**src/rtl/fts_pkg.sv**
```systemverilog
package fts_pkg;

   typedef enum logic [2:0] {
      ST_RUN        = 3'd0,
      ST_IDLE       = 3'd1,
      ST_FILLED     = 3'd2,
      ST_SQUASH     = 3'd3,
      ST_BLOCKED    = 3'd4,
      ST_WAIT_RSP   = 3'd5,
      ST_WAIT_RETRY = 3'd6,
      ST_HOLD       = 3'd7
   } fstate_e;

   typedef enum logic [1:0] {
      POL_SINGLE = 2'd0,
      POL_RR     = 2'd1,
      POL_OCC    = 2'd2,
      POL_OFF    = 2'd3
   } fpol_e;

   // Running, idle and line-delivered states may fetch.
   function automatic logic may_fetch(input logic [2:0] code);
      return (code == ST_RUN) || (code == ST_IDLE) || (code == ST_FILLED);
   endfunction

endpackage

```
**src/rtl/fts_eligible.sv**
```systemverilog
module fts_eligible
   import fts_pkg::*;
#(
   parameter int NUM_THREADS = 4
) (
   input  logic [NUM_THREADS-1:0]      active_i,
   input  logic [NUM_THREADS-1:0][2:0] state_i,
   output logic [NUM_THREADS-1:0]      elig_o
);

   for (genvar t = 0; t < NUM_THREADS; t++) begin : g_thr
      assign elig_o[t] = active_i[t] & may_fetch(state_i[t]);
   end

endmodule

```
**src/rtl/fts_pick.sv**
```systemverilog
module fts_pick
   import fts_pkg::*;
#(
   parameter int NUM_THREADS = 4,
   parameter int TID_W       = 2,
   parameter int CNT_W       = 6
) (
   input  logic [1:0]                              policy_i,
   input  logic                                    enable_i,
   input  logic [NUM_THREADS-1:0]                  cand_i,
   input  logic [NUM_THREADS-1:0][CNT_W-1:0]       occ_i,
   input  logic [NUM_THREADS-1:0][TID_W-1:0]       order_i,
   output logic                                    valid_o,
   output logic [TID_W-1:0]                        tid_o,
   output logic [NUM_THREADS-1:0][TID_W-1:0]       order_o
);

   logic             found;
   logic [TID_W-1:0] win;
   logic [CNT_W-1:0] best;
   int               pos;

   always_comb begin
      found = 1'b0;
      win   = '0;
      best  = '0;
      pos   = 0;
      case (policy_i)
         POL_SINGLE: begin
            found = cand_i[0];
         end
         POL_RR: begin
            for (int i = 0; i < NUM_THREADS; i++) begin
               if (!found && cand_i[order_i[i]]) begin
                  found = 1'b1;
                  win   = order_i[i];
                  pos   = i;
               end
            end
         end
         POL_OCC: begin
            for (int t = 0; t < NUM_THREADS; t++) begin
               if (cand_i[t] && (!found || occ_i[t] < best)) begin
                  found = 1'b1;
                  win   = TID_W'(t);
                  best  = occ_i[t];
               end
            end
         end
         default: found = 1'b0;
      endcase
      valid_o = enable_i & found;
      tid_o   = win;
   end

   // Granted thread leaves its slot and is appended at the tail.
   always_comb begin
      for (int i = 0; i < NUM_THREADS; i++) begin
         if (!(valid_o && policy_i == POL_RR) || i < pos)
            order_o[i] = order_i[i];
         else if (i < NUM_THREADS - 1)
            order_o[i] = order_i[(i + 1) % NUM_THREADS];
         else
            order_o[i] = win;
      end
   end

endmodule

```
**src/rtl/fts_order_reg.sv**
```systemverilog
module fts_order_reg #(
   parameter int NUM_THREADS = 4,
   parameter int TID_W       = 2
) (
   input  logic                                clk,
   input  logic                                rst_n,
   input  logic                                load_i,
   input  logic [NUM_THREADS-1:0][TID_W-1:0]   order_d,
   output logic [NUM_THREADS-1:0][TID_W-1:0]   order_q
);

   always_ff @(posedge clk) begin
      if (!rst_n) begin
         for (int i = 0; i < NUM_THREADS; i++) order_q[i] <= TID_W'(i);
      end else if (load_i) begin
         order_q <= order_d;
      end
   end

   // Every thread must appear exactly once in the stored list.
   logic [NUM_THREADS-1:0] present;
   always_comb begin
      present = '0;
      for (int i = 0; i < NUM_THREADS; i++) begin
         if (int'(order_q[i]) < NUM_THREADS) present[order_q[i]] = 1'b1;
      end
   end

   p_order_perm_r3: assert property (@(posedge clk) disable iff (!rst_n)
      $countones(present) == NUM_THREADS)
      else $error("order list lost a thread");

endmodule

```
**src/rtl/fetch_thread_sel.sv**
```systemverilog
module fetch_thread_sel
   import fts_pkg::*;
#(
   parameter int NUM_THREADS = 4,
   parameter int NUM_PICKS   = 2,
   parameter int CNT_W       = 6,
   localparam int TID_W      = (NUM_THREADS > 1) ? $clog2(NUM_THREADS) : 1
) (
   input  logic                         clk,
   input  logic                         rst_n,
   input  logic [1:0]                   policy_i,
   input  logic                         drain_i,
   input  logic [NUM_THREADS-1:0]       active_i,
   input  logic [3*NUM_THREADS-1:0]     state_i,
   input  logic [CNT_W*NUM_THREADS-1:0] occ_i,
   output logic [NUM_PICKS-1:0]         grant_valid_o,
   output logic [NUM_PICKS*TID_W-1:0]   grant_tid_o
);

   if (NUM_THREADS < 1 || NUM_THREADS > 64) begin : g_bad_nt
      $error("NUM_THREADS must be 1..64");
   end
   if (NUM_PICKS < 1) begin : g_bad_np
      $error("NUM_PICKS must be at least 1");
   end
   if (CNT_W < 1) begin : g_bad_cw
      $error("CNT_W must be at least 1");
   end

   logic [NUM_THREADS-1:0][2:0]            st_a;
   logic [NUM_THREADS-1:0][CNT_W-1:0]      occ_a;
   logic [NUM_THREADS-1:0]                 elig;
   logic [NUM_PICKS-1:0][NUM_THREADS-1:0]  cand;
   logic [NUM_PICKS-1:0]                   go;
   logic [NUM_PICKS-1:0]                   vld;
   logic [NUM_PICKS-1:0][TID_W-1:0]        tid;
   logic [NUM_PICKS:0][NUM_THREADS-1:0][TID_W-1:0] ord;
   logic [NUM_THREADS-1:0][TID_W-1:0]      order_q;

   assign st_a  = state_i;
   assign occ_a = occ_i;

   fts_eligible #(.NUM_THREADS(NUM_THREADS)) elig_i (
      .active_i (active_i),
      .state_i  (st_a),
      .elig_o   (elig)
   );

   assign cand[0] = elig;
   assign go[0]   = ~drain_i;
   assign ord[0]  = order_q;

   for (genvar k = 0; k < NUM_PICKS; k++) begin : g_pick
      fts_pick #(
         .NUM_THREADS (NUM_THREADS),
         .TID_W       (TID_W),
         .CNT_W       (CNT_W)
      ) pick_i (
         .policy_i (policy_i),
         .enable_i (go[k]),
         .cand_i   (cand[k]),
         .occ_i    (occ_a),
         .order_i  (ord[k]),
         .valid_o  (vld[k]),
         .tid_o    (tid[k]),
         .order_o  (ord[k+1])
      );
      if (k + 1 < NUM_PICKS) begin : g_next
         assign go[k+1]   = vld[k];
         assign cand[k+1] = cand[k] &
            ~(vld[k] ? (NUM_THREADS'(1) << tid[k]) : NUM_THREADS'(0));
      end
   end

   fts_order_reg #(.NUM_THREADS(NUM_THREADS), .TID_W(TID_W)) order_i (
      .clk     (clk),
      .rst_n   (rst_n),
      .load_i  (~drain_i),
      .order_d (ord[NUM_PICKS]),
      .order_q (order_q)
   );

   assign grant_valid_o = vld;
   assign grant_tid_o   = tid;

   // ---------------- assertions ----------------
   logic [TID_W-1:0] last_tid;
   logic             occ_bad;
   always_comb begin
      last_tid = '0;
      for (int k = 0; k < NUM_PICKS; k++) if (vld[k]) last_tid = tid[k];
      occ_bad = 1'b0;
      for (int t = 0; t < NUM_THREADS; t++) begin
         if (active_i[t] && state_i[3*t +: 3] <= 3'd2 &&
             occ_i[CNT_W*t +: CNT_W] < occ_i[CNT_W*tid[0] +: CNT_W])
            occ_bad = 1'b1;
      end
   end

   p_drain_quiet_r7: assert property (@(posedge clk) disable iff (!rst_n)
      drain_i |-> (vld == '0));

   p_reserved_r10: assert property (@(posedge clk) disable iff (!rst_n)
      (policy_i == POL_OFF) |-> (vld == '0));

   p_rr_tail_r2: assert property (@(posedge clk) disable iff (!rst_n)
      (policy_i == POL_RR && !drain_i && vld[0]) |=>
      (order_q[NUM_THREADS-1] == $past(last_tid)));

   p_occ_min_r8: assert property (@(posedge clk) disable iff (!rst_n)
      (policy_i == POL_OCC && vld[0]) |-> !occ_bad);

   if (NUM_THREADS > 1) begin : g_multi
      p_single_cfg_r4: assert property (@(posedge clk) disable iff (!rst_n)
         policy_i != POL_SINGLE);
   end

   for (genvar k = 0; k < NUM_PICKS; k++) begin : g_chk
      p_grant_elig_r1: assert property (@(posedge clk) disable iff (!rst_n)
         vld[k] |-> (active_i[tid[k]] && state_i[3*tid[k] +: 3] <= 3'd2));
      if (k > 0) begin : g_later
         p_stop_chain_r6: assert property (@(posedge clk) disable iff (!rst_n)
            !vld[k-1] |-> !vld[k]);
         for (genvar j = 0; j < k; j++) begin : g_pair
            p_distinct_r9: assert property (@(posedge clk) disable iff (!rst_n)
               (vld[k] && vld[j]) |-> (tid[k] != tid[j]));
         end
      end
   end

endmodule

```
**config.mk**
```make
export PLATFORM = sky130hd
export DESIGN_NAME = fetch_thread_sel
export DESIGN_NICKNAME = d
export VERILOG_FILES = /design/src/rtl/fts_pkg.sv /design/src/rtl/fts_eligible.sv /design/src/rtl/fts_pick.sv /design/src/rtl/fts_order_reg.sv /design/src/rtl/fetch_thread_sel.sv
export SDC_FILE = /design/constraint.sdc
export NUM_CORES = 1
export LEC_CHECK = 0
export ABC_CLOCK_PERIOD_IN_PS = 24700
export BUFFER_PORTS_ARGS = -buffer_cell sky130_fd_sc_hd__buf_2
export CAP_MARGIN = 0
export CORE_MARGIN = 2
export CORE_UTILIZATION = 40
export DETAILED_ROUTE_END_ITERATION = 6
export PLACE_DENSITY_LB_ADDON = 0.15
export SYNTH_ARGS = -nofsm -noshare
export SYNTH_HDL_FRONTEND = slang
export SYNTH_SLANG_ARGS = --single-unit
```
**constraint.sdc**
```tcl
create_clock -name clk -period 24.7 [get_ports clk]
set_input_delay 1.235 -clock clk [delete_from_list [all_inputs] [get_ports clk]]
set_output_delay 1.235 -clock clk [all_outputs]
set_load 0.05 [all_outputs]
```
# After elaboration in Yosys (flattened, before gate mapping)

Index checks and enable logic that the tools add are counted.

Shifts and indexed selects: 1
Reduce and logical (&&, ||, !) cells: 55
Mux-type cells: 91
Equal/unequal tests: 10
Order comparisons: 22
Bitwise operators: 9

Operator list:

| kind                                                        | count |
|---|---|
| less-than comparator 3 x 32 -> 1 bit (first input constant) | 4 |
| 2-to-1 mux 6 bit                                            | 12 |
| less-than comparator 1 x 32 -> 1 bit (first input constant) | 2 |
| less-than comparator 2 x 32 -> 1 bit (first input constant) | 2 |
| 2-to-1 mux 32 bit                                           | 2 |
| 2-to-1 mux 2 bit                                            | 24 |
| 2-to-1 mux 1 bit                                            | 40 |
| less-than comparator 6 bit                                  | 6 |
| less-than comparator 2 x 3 -> 1 bit (second input constant) | 8 |
| logical OR 1 bit                                            | 22 |
| binary-select mux 1 bit (select 2 bit)                      | 8 |
| logical AND 1 bit                                           | 14 |
| zero test 1 bit                                             | 14 |
| equality test 3 x 1 -> 1 bit (second input constant)        | 4 |
| equality test 3 x 2 -> 1 bit (second input constant)        | 4 |
| zero test 3 bit                                             | 4 |
| one-hot mux 2 bit (2 select lines)                          | 2 |
| bitwise AND 1 bit                                           | 6 |
| one-hot mux 1 bit (3 select lines)                          | 2 |
| bitwise AND 4 bit                                           | 1 |
| 2-to-1 mux 4 bit                                            | 1 |
| NOT 4 bit                                                   | 1 |
| << shifter 1 x 2 -> 4 bit (first input constant)            | 1 |
| equality test 2 x 1 -> 1 bit (second input constant)        | 1 |
| 3 further kinds                                             | 3 |

Word-level logic and storage cells: 192
Bits in registers: 8
Bits of input ports: 45
Output and inout bits: 6

# Depth between registers and ports, before layout

Gate-level depths: netlist (run 1).

Word-level depth: 47
Mapped depth: 62

# Hierarchy

A second synthesis (run 1) with hierarchy kept.

Cells, all modules: 358
Area, all modules: 2808.9 um^2

By module, submodules not included:

| module                      | cells each | seq. area each (um^2) | times used | area an instance (um^2) |
|---|---|---|---|---|
| fts_pick (g_pick[0].pick_i) | 156        | 0.0                   | 1          | 1206.2 |
| fts_pick (g_pick[1].pick_i) | 159        | 0.0                   | 1          | 1174.9 |
| fts_order_reg               | 25         | 160.2                 | 1          | 291.5 |
| fetch_thread_sel            | 10         | 0.0                   | 1          | 71.3 |
| fts_eligible                | 8          | 0.0                   | 1          | 65.1 |

# Least setup slack after synthesis (run 1)

Ideal clock, no wire load.

Path kind: input to output
From: input port active_i[0]
To: output port grant_tid_o[2]
Arrival time: 11933 ps
Slack: 11532 ps
Cell stages on the path: 60
Buffers on the path: 6
Cell sequence: nor2b_1 and2_1 buf_2 buf_1 nand2_1 ha_1 a211oi_1 nand2_1 o22a_1 a21oi_1 clkbuf_1 nor2_1 a21oi_1 ha_1 a21oi_1 o21ai_1 or3_1 a211o_1 [24 not listed] a21oi_1 ha_1 a21o_1 a21o_1 a21oi_1 o21ai_0 a21o_1 clkbuf_1 a31o_2 ha_1 a21o_1 a221o_1 a21o_1 o21ai_0 nand2_1 o31ai_1 a211oi_1 inv_1

Word-level cells in the longest chain between the ends: 39
Elaborated cells on any way between the ends: 131
Those cells by class: order compare: 10; shift: 1; mux: 80; bitwise: 4; reduce/logical: 36

RTL lines:

| what                                                                 | line                           | text |
|---|---|---|
| start: declaration                                                   | fetch_thread_sel.sv:13         | `input logic [NUM_THREADS-1:0] active_i,` |
| bitwise AND 1 bit (*)                                                | fts_eligible.sv:12             | `assign elig_o[t] = active_i[t] & may_fetch(state_i[t]);` |
| 2-to-1 mux 6 bit / 2-to-1 mux 1 bit (equally long branches)          | fts_pick.sv:43                 | `if (cand_i[t] && (!found \|\| occ_i[t] < best)) begin` |
| 2-to-1 mux 6 bit / 2-to-1 mux 1 bit (equally long branches)          | fts_pick.sv:28                 | `case (policy_i)` |
| less-than comparator 6 bit / zero test 1 bit (equally long branches) | fts_pick.sv:43                 |  |
| logical OR 1 bit                                                     | fts_pick.sv:43                 |  |
| logical AND 1 bit                                                    | fts_pick.sv:43                 |  |
| 2-to-1 mux 6 bit / 2-to-1 mux 1 bit (equally long branches)          | fts_pick.sv:43                 |  |
| 2-to-1 mux 6 bit / 2-to-1 mux 1 bit (equally long branches)          | fts_pick.sv:28                 |  |
| [23 not listed]                                                      | --                             |  |
| logical AND 1 bit / zero test 1 bit (equally long branches)          | fts_pick.sv:43, fts_pick.sv:34 |  |
| 2-to-1 mux 6 bit, or another cell as far along                       | fts_pick.sv:43                 |  |
| 2-to-1 mux 6 bit, or another cell as far along                       | fts_pick.sv:28                 |  |
| less-than comparator 6 bit, or another cell as far along             | fts_pick.sv:43                 |  |
| logical OR 1 bit / zero test 1 bit (equally long branches)           | fts_pick.sv:43, fts_pick.sv:34 |  |
| logical AND 1 bit (on tied branches)                                 | fts_pick.sv:43, fts_pick.sv:34 |  |
| 2-to-1 mux 2 bit (on tied branches)                                  | fts_pick.sv:43, fts_pick.sv:34 |  |
| one-hot mux 2 bit (2 select lines) (*)                               | fts_pick.sv:28                 |  |
| end: declaration                                                     | fetch_thread_sel.sv:17         | `output logic [NUM_PICKS*TID_W-1:0] grant_tid_o` |

Every way passes the cells marked *; elsewhere a longest branch is shown, timed or not. The select of a mux whose other input is x is not followed.

# Worst setup path after layout (run 1)

From: input port state_i[2]
To: output port grant_tid_o[2]

Word-level cells in the longest chain between the ends: 42
Elaborated cells on any way between the ends: 136
Those cells by class: order compare: 10; eq/ne: 2; shift: 1; mux: 80; bitwise: 4; reduce/logical: 39

RTL lines:

| what                                                                   | line                           | text |
|---|---|---|
| start: declaration                                                     | fetch_thread_sel.sv:14         | `input logic [3*NUM_THREADS-1:0] state_i,` |
| equality test 3 x 1 -> 1 bit / zero test 3 bit (equally long branches) | fts_pkg.sv:23                  | `return (code == ST_RUN) \|\| (code == ST_IDLE) \|\| (code == ST_FILLED);` |
| logical OR 1 bit                                                       | fts_pkg.sv:23                  |  |
| logical OR 1 bit (*)                                                   | fts_pkg.sv:23                  |  |
| bitwise AND 1 bit (*)                                                  | fts_eligible.sv:12             |  |
| 2-to-1 mux 6 bit / 2-to-1 mux 1 bit (equally long branches)            | fts_pick.sv:43                 |  |
| 2-to-1 mux 6 bit / 2-to-1 mux 1 bit (equally long branches)            | fts_pick.sv:28                 |  |
| less-than comparator 6 bit / zero test 1 bit (equally long branches)   | fts_pick.sv:43                 |  |
| logical OR 1 bit                                                       | fts_pick.sv:43                 |  |
| [26 not listed]                                                        | --                             |  |
| logical AND 1 bit / zero test 1 bit (equally long branches)            | fts_pick.sv:43, fts_pick.sv:34 |  |
| 2-to-1 mux 6 bit, or another cell as far along                         | fts_pick.sv:43                 |  |
| 2-to-1 mux 6 bit, or another cell as far along                         | fts_pick.sv:28                 |  |
| less-than comparator 6 bit, or another cell as far along               | fts_pick.sv:43                 |  |
| logical OR 1 bit / zero test 1 bit (equally long branches)             | fts_pick.sv:43, fts_pick.sv:34 |  |
| logical AND 1 bit (on tied branches)                                   | fts_pick.sv:43, fts_pick.sv:34 |  |
| 2-to-1 mux 2 bit (on tied branches)                                    | fts_pick.sv:43, fts_pick.sv:34 |  |
| one-hot mux 2 bit (2 select lines) (*)                                 | fts_pick.sv:28                 |  |

Marks and branches as above.

==> summary.txt, run 1 <==
Cells and area
  • Commonest non-fill, non-tap cell in the layout: buf_2
  • Final Instance Area: about 3000 sq um
  • Largest regs: order_i.order_q (8)
  • Fin nets: 491
  • Final non-filler cell total: 490
  • Commonest non-fill, non-tap cells in the layout: buf_2, a21oi_1, nand2_1, ha_1, nor2_1
  • Biggest register: order_i.order_q
  • Syn-to-layout area delta: 11.4%
  • Largest register FFs: 8
  • Post-layout util: 0.455
  • Share of cells above drive strength 1: 0.195
  • N_diodes: 0

Synth
  • Mapped Area: about 2700 sq um
  • Ys async rst share: 0
  • Synth top area cells: ha_1, a21oi_1, dfxtp_1
  • Ys flop type: dfxtp_1
  • Netlist cell types: 69
  • Area leader, netlist: ha_1
  • Synth Register Bits: 8
  • Top cell type's share of synthesized area: 0.156
  • Mean Syn Cell Area: ~7.3 sq um
  • Mapped Cells: 374
  • Register area share after synthesis: 0.0587
  • Synthesized Nets: ~450
  • Post-synth EDFFs: 0
  • Synthesis warning total: 0

Timing
  • Unrepaired setup endpoints after global routing: false
  • Setup clock skew after layout: ~0.95 ps
  • Setup TNS: 0 ps
  • Slew Viols, Final: 0
  • Final Setup Violations: 0
  • Relative slew slack: 0.381
  • Tmin final: 15440 ps
  • Final worst-path cycle share: 0.625
  • Final worst slack: roughly 9300 ps
  • F_max: roughly 65 MHz
  • Worst-Margin Slew: slightly above 900 ps
  • Fin. Hold Viols: 0

Critical path
  • Arr. time, crit path: roughly 14000 ps
  • CP dominant cell by count: a21oi_1
  • CP max stage cell: and2_1
  • Worst reg2reg endpoint: order_i.order_q[6]
  • CP required: between 20000 and 25000 ps
  • Critical R2R Launch: order_i.order_q[0]
  • Worst-path fanout max: 23
  • Reg2reg setup slack: 15870 ps
  • Depth of the most critical reg-to-reg path: 33
  • Slowest stage delay, CP: between 600 and 700 ps
  • WS Path Type: in -> out
  • Crit. End Element: primary output
  • CP startpoint kind: primary input

Floorplanning
  • Die W: 86.6 um
  • # rows: 30
  • Initial Utilization: 0.409
  • Total die area: ~7500 sq um
  • Die Ht: around 87 um
  • Num ports: ~50
  • Core area: between 6000 and 7000 sq um

Clocking
  • CTS resizes: 0
  • CTS sink count: 8
  • Clock transition at path regs: 40 ps
  • Clk buf depth: 2
  • Root buf cell: clkbuf_8
  • CTS tree: built
  • Clock Latency Late Sink: ~220 ps
  • Num CTS Buffers: 3
  • H-tree depth: 1
  • # hold bufs at CTS: 0
  • Setup bufs post-CTS: 0

Placement
  • Dpl hpwl: roughly 7000 um
  • Cells after DPL: 487
  • Dpl ws: 9420 ps
  • Post-Place Cell Area: around 3000 sq um
  • Port buffer count: 50
  • Final Wtd Congestion: 0.931

GRT
  • Gr usage total: 0.228
  • GRT Residual Overflow: 0
  • Largest net degree at the start of global routing: 24
  • First-pass GRT wire length: approximately 14000 um
  • Initial antenna violation count: 0
  • Vias in the first global route: 2706

Hold path
  • Path type of the worst min-delay path: reg -> reg
  • Hold Crit Start: order_i.order_q[6]
  • Hold path cells: 4
  • Hold Path End: order_i.order_q[6]

Route
  • DRT antenna net count: 0
  • Starting DRC count in detailed routing: between 200 and 250
  • Residual DRC: 0
  • Via/cell ratio: 6.15
  • WL final: about 8500 um
  • Routed vias: roughly 3000
  • Drt pass-1 iters: 4
  • Wire length per cell: 17.4 um

Power
  • Maximum VDD drop: around 0.037 mV
  • Comb power frac: 0.672
  • Sw Ratio: 0.469
  • Internal Power: around 0.050 mW
  • PD cells: about 31 nW/um^2
  • Share of total power in the clock network: 0.160
  • P_sw: 0.0442 mW
  • Part of the power in registers: 0.168
  • Static leakage: 1.35 nW

Flow run
  • Max-Cap Viols: 0

Outcome
  • Outcome: finished clean
## worst max-delay path by stage
stage / from / to / slack, ps / cells past startpoint
2_1_floorplan: active_i[0] / grant_tid_o[2] / 11530 / 60
3_3_place_gp: state_i[2] / grant_tid_o[2] / 9670 / 56
3_5_place_dp: state_i[2] / grant_tid_o[2] / 9420 / 56
4_1_cts: state_i[2] / grant_tid_o[2] / 9410 / 56
5_1_grt: state_i[2] / grant_tid_o[2] / 7980 / 57
6_report: state_i[2] / grant_tid_o[2] / 9260 / 56
## through the flow
step,power [mW],hold WS (ps)
after floorplan,0.0615,600
after global placement,0.0775,718
after detailed placement,0.0780,758
after CTS,0.0937,762
after global routing,0.103,850
final,0.0942,755
## power groups by stage
stage               clock [mW]  sequential (mW)  combinational (mW)
floorplan                    0           0.0152              0.0463
global placement             0           0.0160              0.0615
detailed placement           0           0.0160              0.0621
CTS                     0.0154           0.0158              0.0624
global route            0.0167           0.0161              0.0704
finish                  0.0151           0.0158              0.0633
## metal layers
layer  vias up  global-route usage  part of all wire
met4         0              0.0199            0.0050
met2        91               0.338              0.43
met3         4              0.0333             0.059
met5         -                   0                 0
met1      1404               0.357              0.51
li1       1515                   -                 -
## layout make-up
type	instances	area, sq um
Tap cell	80	100
Multi-Input combinational cell	338	2450
Fill cell	720	3640
Timing Repair Buffer	50	250
Sequential cell	8	160
Inverter	11	41.3
Clock buffer	3	41.3
## Yosys cell counts, types with 6 or more instances
master,n
a211oi_1,8
a21o_1,11
a21oi_1,38
and2_1,13
clkbuf_1,10
dfxtp_1,8
ha_1,34
inv_1,11
mux2i_1,9
mux4_2,6
nand2_1,37
nand2b_1,6
nand3_1,12
nor2_1,29
o211ai_1,7
o21a_1,8
o21ai_0,18
o21ai_1,6
## cell families (layout without fill, tap and decap cells)
| logic type | after synthesis | in the layout | synth area share |
|---|---|---|---|
| mux | 21 | 21 | 0.109 |
| buf+inv | 28 | 64 | 0.0449 |
| flops | 8 | 8 | 0.0587 |
| simple gates | 130 | 130 | 0.241 |
| compound gates | 153 | 153 | 0.391 |
| fa+ha+maj | 34 | 34 | 0.156 |
## critical path, delay by kind of cell
family | cells | cell delay, ps
and+or+nand+nor | 14 | 2820
AOI/OAI and AO/OA | 33 | 7850
adders and majority gates | 6 | 1840
buffers and inverters | 3 | 430
No activity file was read; power rests on OpenSTA's default activity.
==> run 2, diff against run 1 <==
--- a/config.mk
+++ b/config.mk
@@ -5,7 +5,7 @@
 export SDC_FILE = /design/constraint.sdc
 export NUM_CORES = 1
 export LEC_CHECK = 0
-export ABC_CLOCK_PERIOD_IN_PS = 24700
+export ABC_CLOCK_PERIOD_IN_PS = 14200
 export BUFFER_PORTS_ARGS = -buffer_cell sky130_fd_sc_hd__buf_2
 export CAP_MARGIN = 0
 export CORE_MARGIN = 2
==> constraint.sdc (replaced) <==
create_clock -name clk -period 14.2 [get_ports clk]
set_input_delay 0.71 -clock clk [delete_from_list [all_inputs] [get_ports clk]]
set_output_delay 0.71 -clock clk [all_outputs]
set_load 0.05 [all_outputs]
==> summary.txt, run 2 (synthesized netlist as in run 1, its figures left out) <==
Outcome
  • Outcome: finished clean

GRT
  • GRT Residual Overflow: 0 (unchanged)
  • First-pass GRT wire length: 13400 um (-3.3%)
  • Gr usage total: 0.220 (-0.00744)
  • Largest net degree at the start of global routing: 16 (-33%)
  • Vias in the first global route: 2687 (-0.70%)
  • Initial antenna violation count: 0 (unchanged)

Power
  • Sw Ratio: 0.463 (-0.00603)
  • Share of total power in the clock network: 0.156 (-0.004)
  • Static leakage: 1.37 nW (+1.5%)
  • Comb power frac: 0.677 (+0.005)
  • PD cells: 53.3 nW/um^2 (+72%)
  • P_sw: 0.0758 mW (+72%)
  • Maximum VDD drop: 0.0299 mV (-20%)
  • Part of the power in registers: 0.167 (about the same)
  • Post-route total power: 0.164 mW (+74%)
  • Internal Power: 0.0880 mW (+76%)

Route
  • WL final: 8330 um (-2.3%)
  • Residual DRC: 0 (unchanged)
  • Drt pass-1 iters: 6 (+2)
  • Wire length per cell: 16.9 um (-3.0%)
  • Via/cell ratio: 6.23 (+1.3%)
  • DRT antenna net count: 0 (unchanged)
  • Routed vias: 3077 (+2.1%)
  • Starting DRC count in detailed routing: 238 (+2.6%)

Cells and area
  • Share of cells above drive strength 1: 0.205 (+0.0102)
  • Sequential Area: 160 sq um (unchanged)
  • Fillers: 702 (-2.5%)
  • Largest regs: order_i.order_q (8)
  • Syn-to-layout area delta: 12.6%
  • Multi-input logic area: 2450 sq um (+0.15%)
  • Fin nets: 495 (+0.81%)
  • Commonest non-fill, non-tap cell in the layout: buf_2
  • Largest register FFs: 8 (unchanged)
  • N_diodes: 0 (unchanged)
  • Commonest non-fill, non-tap cells in the layout: buf_2, nand2_1, a21oi_1, ha_1, nor2_1
  • Biggest register: order_i.order_q

Timing
  • Worst-Margin Slew: 840 ps (-84.8 ps)
  • Setup TNS: 0 ps (unchanged)
  • Unrepaired setup endpoints after global routing: false
  • Relative slew slack: 0.437 (+0.0568)
  • Setup clock skew after layout: 0.341 ps (-0.608 ps)
  • F_max: 76.0 MHz
  • Final worst-path cycle share: 0.926
  • Tmin final: around 13000 ps
  • Final Setup Violations: 0 (unchanged)
  • Slew Viols, Final: 0 (unchanged)
  • Fin. Hold Viols: 0 (unchanged)

Hold path
  • Hold Path End: order_i.order_q[6]
  • Hold path cells: 4 (unchanged)
  • Hold Crit Start: order_i.order_q[6]
  • Path type of the worst min-delay path: reg -> reg

Critical path
  • Arr. time, crit path: 12440 ps (-1760 ps)
  • Slowest stage delay, CP: 540 ps (-150 ps)
  • CP dominant cell by count: a21oi_1
  • CP required: 13490 ps (-9980 ps)
  • Reg2reg setup slack: 6250 ps (-9620 ps)
  • CP max stage cell: a221oi_1
  • Depth of the most critical reg-to-reg path: 33 (unchanged)
  • CP startpoint kind: primary input
  • Worst-path fanout max: 14 (-39%)
  • Crit. End Element: primary output
  • Critical R2R Launch: order_i.order_q[0]
  • WS Path Type: in -> out
  • Worst reg2reg endpoint: order_i.order_q[6]

Placement
  • Final Wtd Congestion: 0.911 (-2.2%)
  • Port buffer count: 50 (unchanged)
  • Dpl hpwl: 7000 um (+0.39%)

Clocking
  • Root buf cell: clkbuf_8
  • Clock Latency Late Sink: 220 ps (about the same)
  • CTS tree: built
  • # hold bufs at CTS: 0 (unchanged)
  • CTS sink count: 8 (unchanged)
  • Setup bufs post-CTS: 0 (unchanged)
  • Clock transition at path regs: 40 ps (about the same)
  • Clk buf depth: 2 (unchanged)
  • CTS resizes: 0 (unchanged)
  • Num CTS Buffers: 3 (unchanged)
  • H-tree depth: 1 (unchanged)

Floorplanning
  • # rows: 30 (unchanged)
  • Num ports: 51 (unchanged)
  • Core area: 6680 sq um (unchanged)
  • Total die area: 7500 sq um (unchanged)
  • Die Ht: 86.6 um (unchanged)
  • Die W: 86.6 um (unchanged)
  • Initial Utilization: 0.409 (unchanged)

Flow run
  • Max-Cap Viols: 0 (unchanged)
run 2: cell count changes in the layout (fill, tap and decap cells not counted):
cell,before,now
a21oi_1,38,37
buf_4,0,4
a21oi_2,1,2
run 2: how the worst max path moves through the flow:
stage	startpoint	endpoint	slack (ps)
after global placement	state_i[2]	grant_tid_o[2]	1210
after floorplan	active_i[0]	grant_tid_o[2]	2080
after detailed placement	state_i[2]	grant_tid_o[2]	1020
after global routing	state_i[2]	grant_tid_o[2]	100
after CTS	state_i[2]	grant_tid_o[2]	970
final	state_i[2]	grant_tid_o[2]	1050
run 2: power groups by stage:
stage / Clock [mW] / Combinational [mW] / Sequential [mW]
floorplan: 0 / 0.0806 / 0.0264
global route: 0.0279 / 0.123 / 0.0278
global placement: 0 / 0.108 / 0.0278
CTS: 0.0269 / 0.109 / 0.0274
finish: 0.0256 / 0.111 / 0.0274
detailed placement: 0 / 0.109 / 0.0278
run 2: stage by stage:
step | worst slack (ps) | hold slack [ps] | utilization | cells | instance area [sq um]
2_1_floorplan | 2080 | 600 | - | 374 | 2730
3_3_place_gp | 1210 | 701 | 0.453 | 491 | 3030
3_5_place_dp | 1020 | 700 | 0.453 | 491 | 3030
4_1_cts | 968 | 706 | 0.460 | 494 | 3070
5_1_grt | 104 | 742 | 0.460 | 494 | 3070
6_report | 1050 | 707 | 0.460 | 494 | 3070
run 2: area by class of cell:
type	count	area share
inverter	11	0.0134
timing repair buffer	54	0.0912
tap	80	0.0326
clock buffer	3	0.0134
sequential	8	0.0521
multi-input combinational	338	0.797
run 2: worst max-delay path, delay by kind of cell:
| kind | cells | cell delay, ps |
|---|---|---|
| AOI/OAI and AO/OA | 33 | 7250 |
| and+or+nand+nor | 13 | 2290 |
| adders and majority gates | 6 | 1770 |
| buffers and inverters | 3 | 440 |
run 2: metal layers:
metal	wire (um)	share of wire	track usage	vias up
li1	-	-	-	1521
met1	4180	0.50	0.336	1457
met2	3600	0.43	0.343	95
met3	517	0.062	0.0276	4
met4	22	0.0026	0.0156	0
met5	0	0	0	-
